**src/rtl/dsh_pkg.sv**
```systemverilog
package dsh_pkg;
    localparam int DEC_W  = 3;
    localparam int CFG_W  = 4 + DEC_W;
    localparam int RB_W   = 8;

    // readback bit positions
    localparam int RB_PWDN = 7;
    localparam int RB_CAL  = 6;
    localparam int RB_USE  = 5;
    localparam int RB_SRC  = 4;
    localparam int RB_RSV  = 3;

    typedef struct packed {
        logic             pwdn;
        logic             cal;
        logic             use_off;
        logic             src;
        logic [DEC_W-1:0] dec;
    } cfg_t;

    function automatic logic [RB_W-1:0] pack_readback(cfg_t c, logic busy);
        logic [RB_W-1:0] w;
        w          = '0;
        w[RB_PWDN] = c.pwdn;
        w[RB_CAL]  = c.cal;
        w[RB_USE]  = c.use_off & ~busy;
        w[RB_SRC]  = c.src;
        w[RB_RSV]  = 1'b0;
        w[DEC_W-1:0] = c.dec;
        return w;
    endfunction
endpackage

```
**src/rtl/dsh_rd_detect.sv**
```systemverilog
module dsh_rd_detect #(
    parameter int STAGES = 2
) (
    input  logic clk,
    input  logic rst,
    input  logic sclk_i,
    input  logic lsb_i,
    output logic rd_evt_o
);
    typedef struct packed {
        logic [STAGES-1:0] sc;
        logic [STAGES-1:0] lb;
        logic              prev;
    } st_t;

    st_t q, d;

    always_comb begin
        d      = q;
        d.sc   = {q.sc[STAGES-2:0], sclk_i};
        d.lb   = {q.lb[STAGES-2:0], lsb_i};
        d.prev = q.sc[STAGES-1];
    end

    always_ff @(posedge clk) begin
        if (rst) q <= '0;
        else     q <= d;
    end

    assign rd_evt_o = q.prev & ~q.sc[STAGES-1] & q.lb[STAGES-1];
endmodule

```
**src/rtl/dsh_ready_ctrl.sv**
```systemverilog
module dsh_ready_ctrl (
    input  logic clk,
    input  logic rst,
    input  logic load_i,
    input  logic rd_evt_i,
    output logic drdy_o
);
    typedef struct packed {
        logic rdy;
        logic tog;
    } st_t;

    st_t  q, d;
    logic tog_n_q;
    logic fire;

    assign fire = load_i & q.rdy & ~rd_evt_i;

    always_comb begin
        d = q;
        if (load_i)        d.rdy = 1'b1;
        else if (rd_evt_i) d.rdy = 1'b0;
        if (fire)          d.tog = ~q.tog;
    end

    always_ff @(posedge clk) begin
        if (rst) q <= '0;
        else     q <= d;
    end

    // falling-edge copy closes the low dip half a period after it opens
    always_ff @(negedge clk) begin
        if (rst) tog_n_q <= 1'b0;
        else     tog_n_q <= q.tog;
    end

    assign drdy_o = q.rdy & ~(q.tog ^ tog_n_q);


    load_raise_chk: assert property (@(posedge clk) disable iff (rst)
        load_i |=> q.rdy);

    read_clear_chk: assert property (@(posedge clk) disable iff (rst)
        (rd_evt_i && !load_i) |=> !q.rdy);

    ready_hold_chk: assert property (@(posedge clk) disable iff (rst)
        (!load_i && !rd_evt_i) |=> $stable(q.rdy));

    coincide_chk: assert property (@(posedge clk) disable iff (rst)
        (load_i && rd_evt_i) |=> $stable(q.tog));
endmodule

```
**src/rtl/dsh_flag_capture.sv**
```systemverilog
module dsh_flag_capture #(
    parameter int OVF_W = 2
) (
    input  logic             clk,
    input  logic             rst,
    input  logic             load_i,
    input  logic             sync_i,
    input  logic             cal_done_i,
    input  logic [OVF_W-1:0] ovf_i,
    output logic             sync_flag_o,
    output logic             cal_flag_o,
    output logic [OVF_W-1:0] ovf_flag_o
);
    localparam logic [1:0] CNT_IDLE = 2'd3;

    typedef struct packed {
        logic [1:0]       cnt;
        logic             sflag;
        logic             cflag;
        logic [OVF_W-1:0] ovf;
    } st_t;

    st_t q, d;

    always_comb begin
        d = q;
        if (load_i) begin
            d.sflag = (q.cnt == 2'd1) & ~sync_i;
            d.cflag = cal_done_i;
            d.ovf   = ovf_i;
        end
        if (sync_i)
            d.cnt = 2'd0;
        else if (load_i && q.cnt != CNT_IDLE)
            d.cnt = q.cnt + 2'd1;
    end

    always_ff @(posedge clk) begin
        if (rst) begin
            q     <= '0;
            q.cnt <= CNT_IDLE;
        end else begin
            q <= d;
        end
    end

    assign sync_flag_o = q.sflag;
    assign cal_flag_o  = q.cflag;
    assign ovf_flag_o  = q.ovf;


    sync_once_chk: assert property (@(posedge clk) disable iff (rst)
        (q.sflag && load_i) |=> !q.sflag);

    cal_cap_chk: assert property (@(posedge clk) disable iff (rst)
        load_i |=> (q.cflag == $past(cal_done_i)));

    ovf_hold_chk: assert property (@(posedge clk) disable iff (rst)
        !load_i |=> $stable(q.ovf));
endmodule

```
**src/rtl/dsh_readback.sv**
```systemverilog
module dsh_readback
    import dsh_pkg::*;
#(
    parameter int RATE_W = 15
) (
    input  logic              clk,
    input  logic              rst,
    input  logic              hw_mode_i,
    input  logic              cal_busy_i,
    input  logic [CFG_W-1:0]  pin_cfg_i,
    input  logic [CFG_W-1:0]  host_cfg_i,
    output logic [RB_W-1:0]   readback_o,
    output logic [RATE_W-1:0] rate_clks_o,
    output logic              rate_rsvd_o
);
    localparam int NCODE = 1 << DEC_W;

    typedef struct packed {
        logic [RB_W-1:0]   rb;
        logic [RATE_W-1:0] rate;
        logic              rsvd;
    } st_t;

    st_t  q, d;
    cfg_t sel;
    logic [RATE_W-1:0] rate_lut [NCODE];

    // one decoded rate per code; code 0 is reserved
    for (genvar k = 0; k < NCODE; k++) begin : g_rate
        if (k == 0) begin : g_rsv
            assign rate_lut[k] = '0;
        end else begin : g_val
            assign rate_lut[k] = RATE_W'(1) << (RATE_W - k);
        end
    end

    always_comb begin
        sel    = hw_mode_i ? cfg_t'(pin_cfg_i) : cfg_t'(host_cfg_i);
        d      = q;
        d.rb   = pack_readback(sel, cal_busy_i);
        d.rate = rate_lut[sel.dec];
        d.rsvd = (sel.dec == '0);
    end

    always_ff @(posedge clk) begin
        if (rst) q <= '0;
        else     q <= d;
    end

    assign readback_o  = q.rb;
    assign rate_clks_o = q.rate;
    assign rate_rsvd_o = q.rsvd;


    busy_zero_chk: assert property (@(posedge clk) disable iff (rst)
        cal_busy_i |=> !q.rb[RB_USE]);

    rsvd_rate_chk: assert property (@(posedge clk) disable iff (rst)
        q.rsvd |-> (q.rate == '0));

    mode_pin_chk: assert property (@(posedge clk) disable iff (rst)
        hw_mode_i |=> (q.rb[DEC_W-1:0] == $past(pin_cfg_i[DEC_W-1:0])));
endmodule

```
**src/rtl/dec_status_hs.sv**
```systemverilog
module dec_status_hs
    import dsh_pkg::*;
#(
    parameter int SYNC_STAGES = 2,
    parameter int OVF_W       = 2,
    parameter int RATE_W      = 15
) (
    input  logic              clk,
    input  logic              rst,
    input  logic              word_stb_i,
    input  logic              ovwr_i,
    input  logic              sclk_i,
    input  logic              lsb_i,
    input  logic              sync_i,
    input  logic              cal_done_i,
    input  logic              cal_busy_i,
    input  logic [OVF_W-1:0]  ovf_i,
    input  logic              hw_mode_i,
    input  logic [6:0]        pin_cfg_i,
    input  logic [6:0]        host_cfg_i,
    output logic              drdy_o,
    output logic              sync_flag_o,
    output logic              cal_flag_o,
    output logic [OVF_W-1:0]  ovf_flag_o,
    output logic [7:0]        readback_o,
    output logic [RATE_W-1:0] rate_clks_o,
    output logic              rate_rsvd_o
);
    logic load;
    logic rd_evt;

    assign load = word_stb_i & ~ovwr_i;

    dsh_rd_detect #(.STAGES(SYNC_STAGES)) u_rd (
        .clk      (clk),
        .rst      (rst),
        .sclk_i   (sclk_i),
        .lsb_i    (lsb_i),
        .rd_evt_o (rd_evt)
    );

    dsh_ready_ctrl u_rdy (
        .clk      (clk),
        .rst      (rst),
        .load_i   (load),
        .rd_evt_i (rd_evt),
        .drdy_o   (drdy_o)
    );

    dsh_flag_capture #(.OVF_W(OVF_W)) u_flags (
        .clk         (clk),
        .rst         (rst),
        .load_i      (load),
        .sync_i      (sync_i),
        .cal_done_i  (cal_done_i),
        .ovf_i       (ovf_i),
        .sync_flag_o (sync_flag_o),
        .cal_flag_o  (cal_flag_o),
        .ovf_flag_o  (ovf_flag_o)
    );

    dsh_readback #(.RATE_W(RATE_W)) u_rb (
        .clk         (clk),
        .rst         (rst),
        .hw_mode_i   (hw_mode_i),
        .cal_busy_i  (cal_busy_i),
        .pin_cfg_i   (pin_cfg_i),
        .host_cfg_i  (host_cfg_i),
        .readback_o  (readback_o),
        .rate_clks_o (rate_clks_o),
        .rate_rsvd_o (rate_rsvd_o)
    );
endmodule

```
**config.mk**
```make
export PLATFORM = sky130hd
export DESIGN_NAME = dec_status_hs
export DESIGN_NICKNAME = d
export VERILOG_FILES = /design/src/rtl/dsh_pkg.sv /design/src/rtl/dsh_rd_detect.sv /design/src/rtl/dsh_ready_ctrl.sv /design/src/rtl/dsh_flag_capture.sv /design/src/rtl/dsh_readback.sv /design/src/rtl/dec_status_hs.sv
export SDC_FILE = /design/constraint.sdc
export NUM_CORES = 1
export LEC_CHECK = 0
export ABC_AREA = 0
export CAP_MARGIN = 25
export CORE_MARGIN = 2
export CORE_UTILIZATION = 25
export DETAILED_ROUTE_END_ITERATION = 10
export PLACE_DENSITY = 0.51
export SYNTH_ARGS = -nofsm -noshare
export SYNTH_HDL_FRONTEND = slang
export SYNTH_SLANG_ARGS = --single-unit
```
**constraint.sdc**
```tcl
create_clock -name clk -period 1.35 [get_ports clk]
set_input_delay 0.135 -clock clk [delete_from_list [all_inputs] [get_ports clk]]
set_output_delay 0.135 -clock clk [all_outputs]
set_load 0.01 [all_outputs]
```
Word level (Yosys, flattened, before mapping)
Memories as Yosys holds them, arrays and structs flattened. A register that Yosys moved wholly into a read port is not among the register bits.
Cells that the tools add are included.
{"block": "totals", "register_bits": 23, "latch_bits": 0, "ramBits": 0, "mem_bits_ro": 120, "inputBits": 26, "output_inout_bits": 29, "elab_cells": 43, "n_memories": 1}
{"block": "classes", "add_sub_neg": 1, "mul": 0, "div_mod_pow": 0, "order_cmp": 0, "eq_ne": 2, "shifts": 0, "muxes": 5, "n_bitwise": 17, "n_reduce_logical": 4}
{"name": "(name not given)", "words": 8, "word_bits": 15, "read_ports": 1, "rd_ports_with_merged_regs": 1, "wr": 0, "line": "dsh_readback.sv:41", "text": "d.rate = rate_lut[sel.dec];"}
{"operator": "bitwise AND 1 bit", "count": 8}
{"operator": "2-to-1 mux 7 bit", "count": 1}
{"operator": "NOT 1 bit", "count": 7}
{"operator": "2-to-1 mux 2 bit", "count": 2}
{"operator": "NOT 3 -> 4 bit", "count": 1}
{"operator": "nonzero test 2 bit", "count": 2}
{"operator": "zero test 3 bit", "count": 1}
{"operator": "adder 2 x 1 -> 2 bit (second input constant)", "count": 1}
{"operator": "== test 2 x 1 -> 1 bit (second input constant)", "count": 1}
{"operator": "2-to-1 mux 1 bit", "count": 2}
{"operator": "!= test 2 bit (second input constant)", "count": 1}
{"operator": "logical AND 1 bit", "count": 1}
{"operator": "bitwise XOR 1 bit", "count": 1}

Depth between registers and ports, before layout
{"block": "logic_depth", "word_depth": 5, "ltp_mapped": 4, "depth_no_buf": 4}

Hierarchy
Synthesis repeated with hierarchy kept, for this count alone.
{"block": "hier_totals", "cells_unflattened": 112, "hier_area_um2": 1216.2}
{"mod": "dsh_readback", "instances": 1, "cells_per_inst": 59, "area_each_um2": 623.1, "seq_area_each_um2": 300.3}
{"mod": "dsh_flag_capture", "instances": 1, "cells_per_inst": 28, "area_each_um2": 302.8, "seq_area_each_um2": 120.1}
{"mod": "dsh_rd_detect", "instances": 1, "cells_per_inst": 11, "area_each_um2": 142.6, "seq_area_each_um2": 100.1}
{"mod": "dsh_ready_ctrl", "instances": 1, "cells_per_inst": 13, "area_each_um2": 133.9, "seq_area_each_um2": 60.1}
{"mod": "dec_status_hs", "instances": 1, "cells_per_inst": 1, "area_each_um2": 13.8, "seq_area_each_um2": 0.0}

==> summary.txt <==
Run status
  – Status: complete, but fails checks
  – Failing checks: setup timing

Worst setup path
  – Worst R2R Setup Slack: roughly 0.07 ns
  – Worst Setup Start Kind: register
  – Crit Path Max Fanout: 1
  – Crit Path Category: reg -> out
  – Crit path required time: 1.22 ns
  – Critical path capture point type: output port
  – Crit path DAT: 1.67 ns

CTS
  – CTS H-tree depth: 2
  – Bufs on Longest Clock Path: 2
  – CTS root buffer: clkbuf_8
  – Reg clk slew, reported paths: 0.06 ns
  – Worst-skew pair later-pin latency: 0.33 ns
  – Clock sinks: 29
  – CTS buffer count: 5
  – Cts-stage hold buffer count: 0
  – CTS tree: built

Synth
  – Async SR Flop Fraction: 0
  – Post-Syn Area: 1134 sq um
  – Post-synth top flop: dfxtp_1
  – Register area share after synthesis: 0.5121
  – Mean Syn Cell Area: 10.03 sq um
  – Mapped Cells: 113
  – Share of the synthesized area in the top cell type: 0.5121
  – Cell taking the most area after synthesis: dfxtp_1
  – Synth unique cells: 29
  – Yosys warns: 0
  – FF+latch count, synth: 29
  – EDFF count, synth: 0
  – Top cells by area, synth: dfxtp_1, mux2i_1, buf_4, nor2_1, nor2b_1

Routing
  – Via count: 924
  – Vias per std cell: between 4 and 5
  – DRT iter0 DRCs: 15
  – Antenna viol nets, final: 0
  – First-pass DRT Iterations: 4
  – DRC Markers: 0
  – WL final: around 2.5 mm
  – Wire length per cell: between 10 and 15 um

Placed design
  – GPL Wtd Cong: 0.7080
  – Final HPWL DP: between 1.5 and 2 mm
  – Port bufs: 45

Timing
  – Post-route setup slack: -0.4599 ns
  – Slew Viols, Final: 0
  – Final Hold Vio Count: 0
  – Clock Skews: 0.05424 ns
  – RSZ-0062 raised after global routing: true
  – Setup violators final: 1

Floorplanning
  – DIE WIDTH: 71.34 um
  – Die Y-Extent: 71.34 um
  – Initial Util: 0.2603
  – Core Area: between 4000 and 5000 sq um
  – Die ar.: 5089 sq um
  – I/O pin count: 55
  – FP Rows: 24

Global route
  – GRT Residual Overflow: 0
  – Vias in the first global route: 874
  – Initial antenna violation count: 0
  – Largest net degree at the start of global routing: 22
  – All-Layer GR Usage: 0.1055
  – First-pass GRT wire length: 3.995 mm

Final layout
  – Share of layout cells above drive strength 1: 0.1488
  – Nets: about 200
  – Most frequent cells in the layout: clkdlybuf4s50_1, dfxtp_1, nor2_1
  – Most common cell after layout, fill and taps aside: clkdlybuf4s50_1
  – Area delta synth->final: 54.08%
  – Antenna diodes: 0
  – Finished Core Util: 0.4011

Power
  – PwrDens: 1085 nW/um^2
  – Peak VDD IR: about 0.00032 V
  – Leakage Power: 0.7485 nW
  – Total power: 0.001895 W

Run
  – Max_cap viols: 0

Hold path
  – Worst hold path class: in -> reg
==> critical path: stages (launching register included) <==
cell and delay [ns]:
dfxtp_2 0.30, xnor2_1 0.12, and2_4 0.16, buf_6 0.09
==> cells by family (layout without fill, tap and decap cells) <==
kind of cell / after synthesis / count (layout) / synth area share
xor gates and xnor gates: 2 / 2 / 0.01546
adders and majority gates: 2 / 2 / 0.02207
DFF: 29 / 29 / 0.5121
other: 1 / 9 / 0.003308
and+or+nand+nor: 37 / 37 / 0.1722
buffers and inverters: 20 / 67 / 0.1115
AOI/OAI and AO/OA: 11 / 11 / 0.06402
muxes: 11 / 11 / 0.09934
==> power breakdown <==
| part | switching [W] | internal [W] |
|---|---|---|
| logic | 0.000119 | 0.000184 |
| clock network | 0.000317 | 0.000360 |
| registers | 0.0000162 | 0.000899 |
| total | 0.000453 | 0.00144 |
==> through the flow <==
stage	instance area, sq um	hold WS (ns)	TNS, ns	worst slack [ns]	cells
after global routing	1747	0.4085	-0.5115	-0.5115	220
after floorplan	1166	0.2118	-0.02305	-0.02305	121
final	1747	0.4016	-0.4599	-0.4599	220
after detailed placement	1639	0.4220	-1.373	-0.5486	210
after global placement	1639	0.4212	-1.096	-0.5500	210
after CTS	1730	0.3989	-0.4740	-0.4740	219
==> per-layer routing <==
metal,vias up,share of wire,track usage,wire (um)
li1,456,-,-,-
met3,8,0.078,0.05204,192
met2,32,0.50,0.1739,1236
met1,428,0.39,0.1075,975
met4,0,0.027,0.06289,68
met5,-,0,0,0
==> Yosys cell counts (2+ instances only) <==
master and instances:
nand2b_1 2, a21oi_1 4, buf_2 2, nand2_1 3, nor3_1 2, o21bai_1 2
mux2_2 2, nor2_1 18, nor2b_1 6, inv_1 5, buf_4 11, mux2i_1 9
ha_1 2, xnor2_1 2, dfxtp_1 29
==> state kept, by name (all words and copies together) (netlist names), 2 cells and up <==
signal              count
u_flags.ovf_flag_o      2
u_rd.d                  3
u_flags.q               2
u_rd.q                  2
u_rb.rate_clks_o        7
u_rb.readback_o         7
u_rdy.q                 2
==> worst paths after layout <==
check | startpoint | endpoint | cells after the start
min | cal_busy_i | u_rb.readback_o[5]$_SDFF_PP0_ | 2
max | u_rdy.tog_n_q$_SDFF_NP0_ | drdy_o | 3
max reg2reg | u_flags.q[4]$_SDFFE_PP1P_ | u_flags.q[4]$_SDFFE_PP1P_ | 6
min reg2reg | u_rd.d[4]$_SDFF_PP0_ | u_rd.d[0]$_SDFF_PP0_ | 1
==> repair_timing <==
item | 4_1_cts | 5_1_grt
setup buffers | 1 | 1
endpoints found under the hold margin | 0 | 0
setup endpoints to repair | 2 | 2
pin swaps | 1 | 2
gates resized for setup | 5 | 4
==> layout make-up <==
class | count | area, sq um
Clock buffer | 6 | 72.57
Clock inverter | 3 | 13.76
Fill cell | 427 | 2608
Inverter | 4 | 15.01
Multi-Input combinational cell | 72 | 465.4
Sequential cell | 29 | 583.1
Tap cell | 52 | 65.06
Timing Repair Buffer | 54 | 531.8
Note: power is estimated with default switching activity, not from simulation.
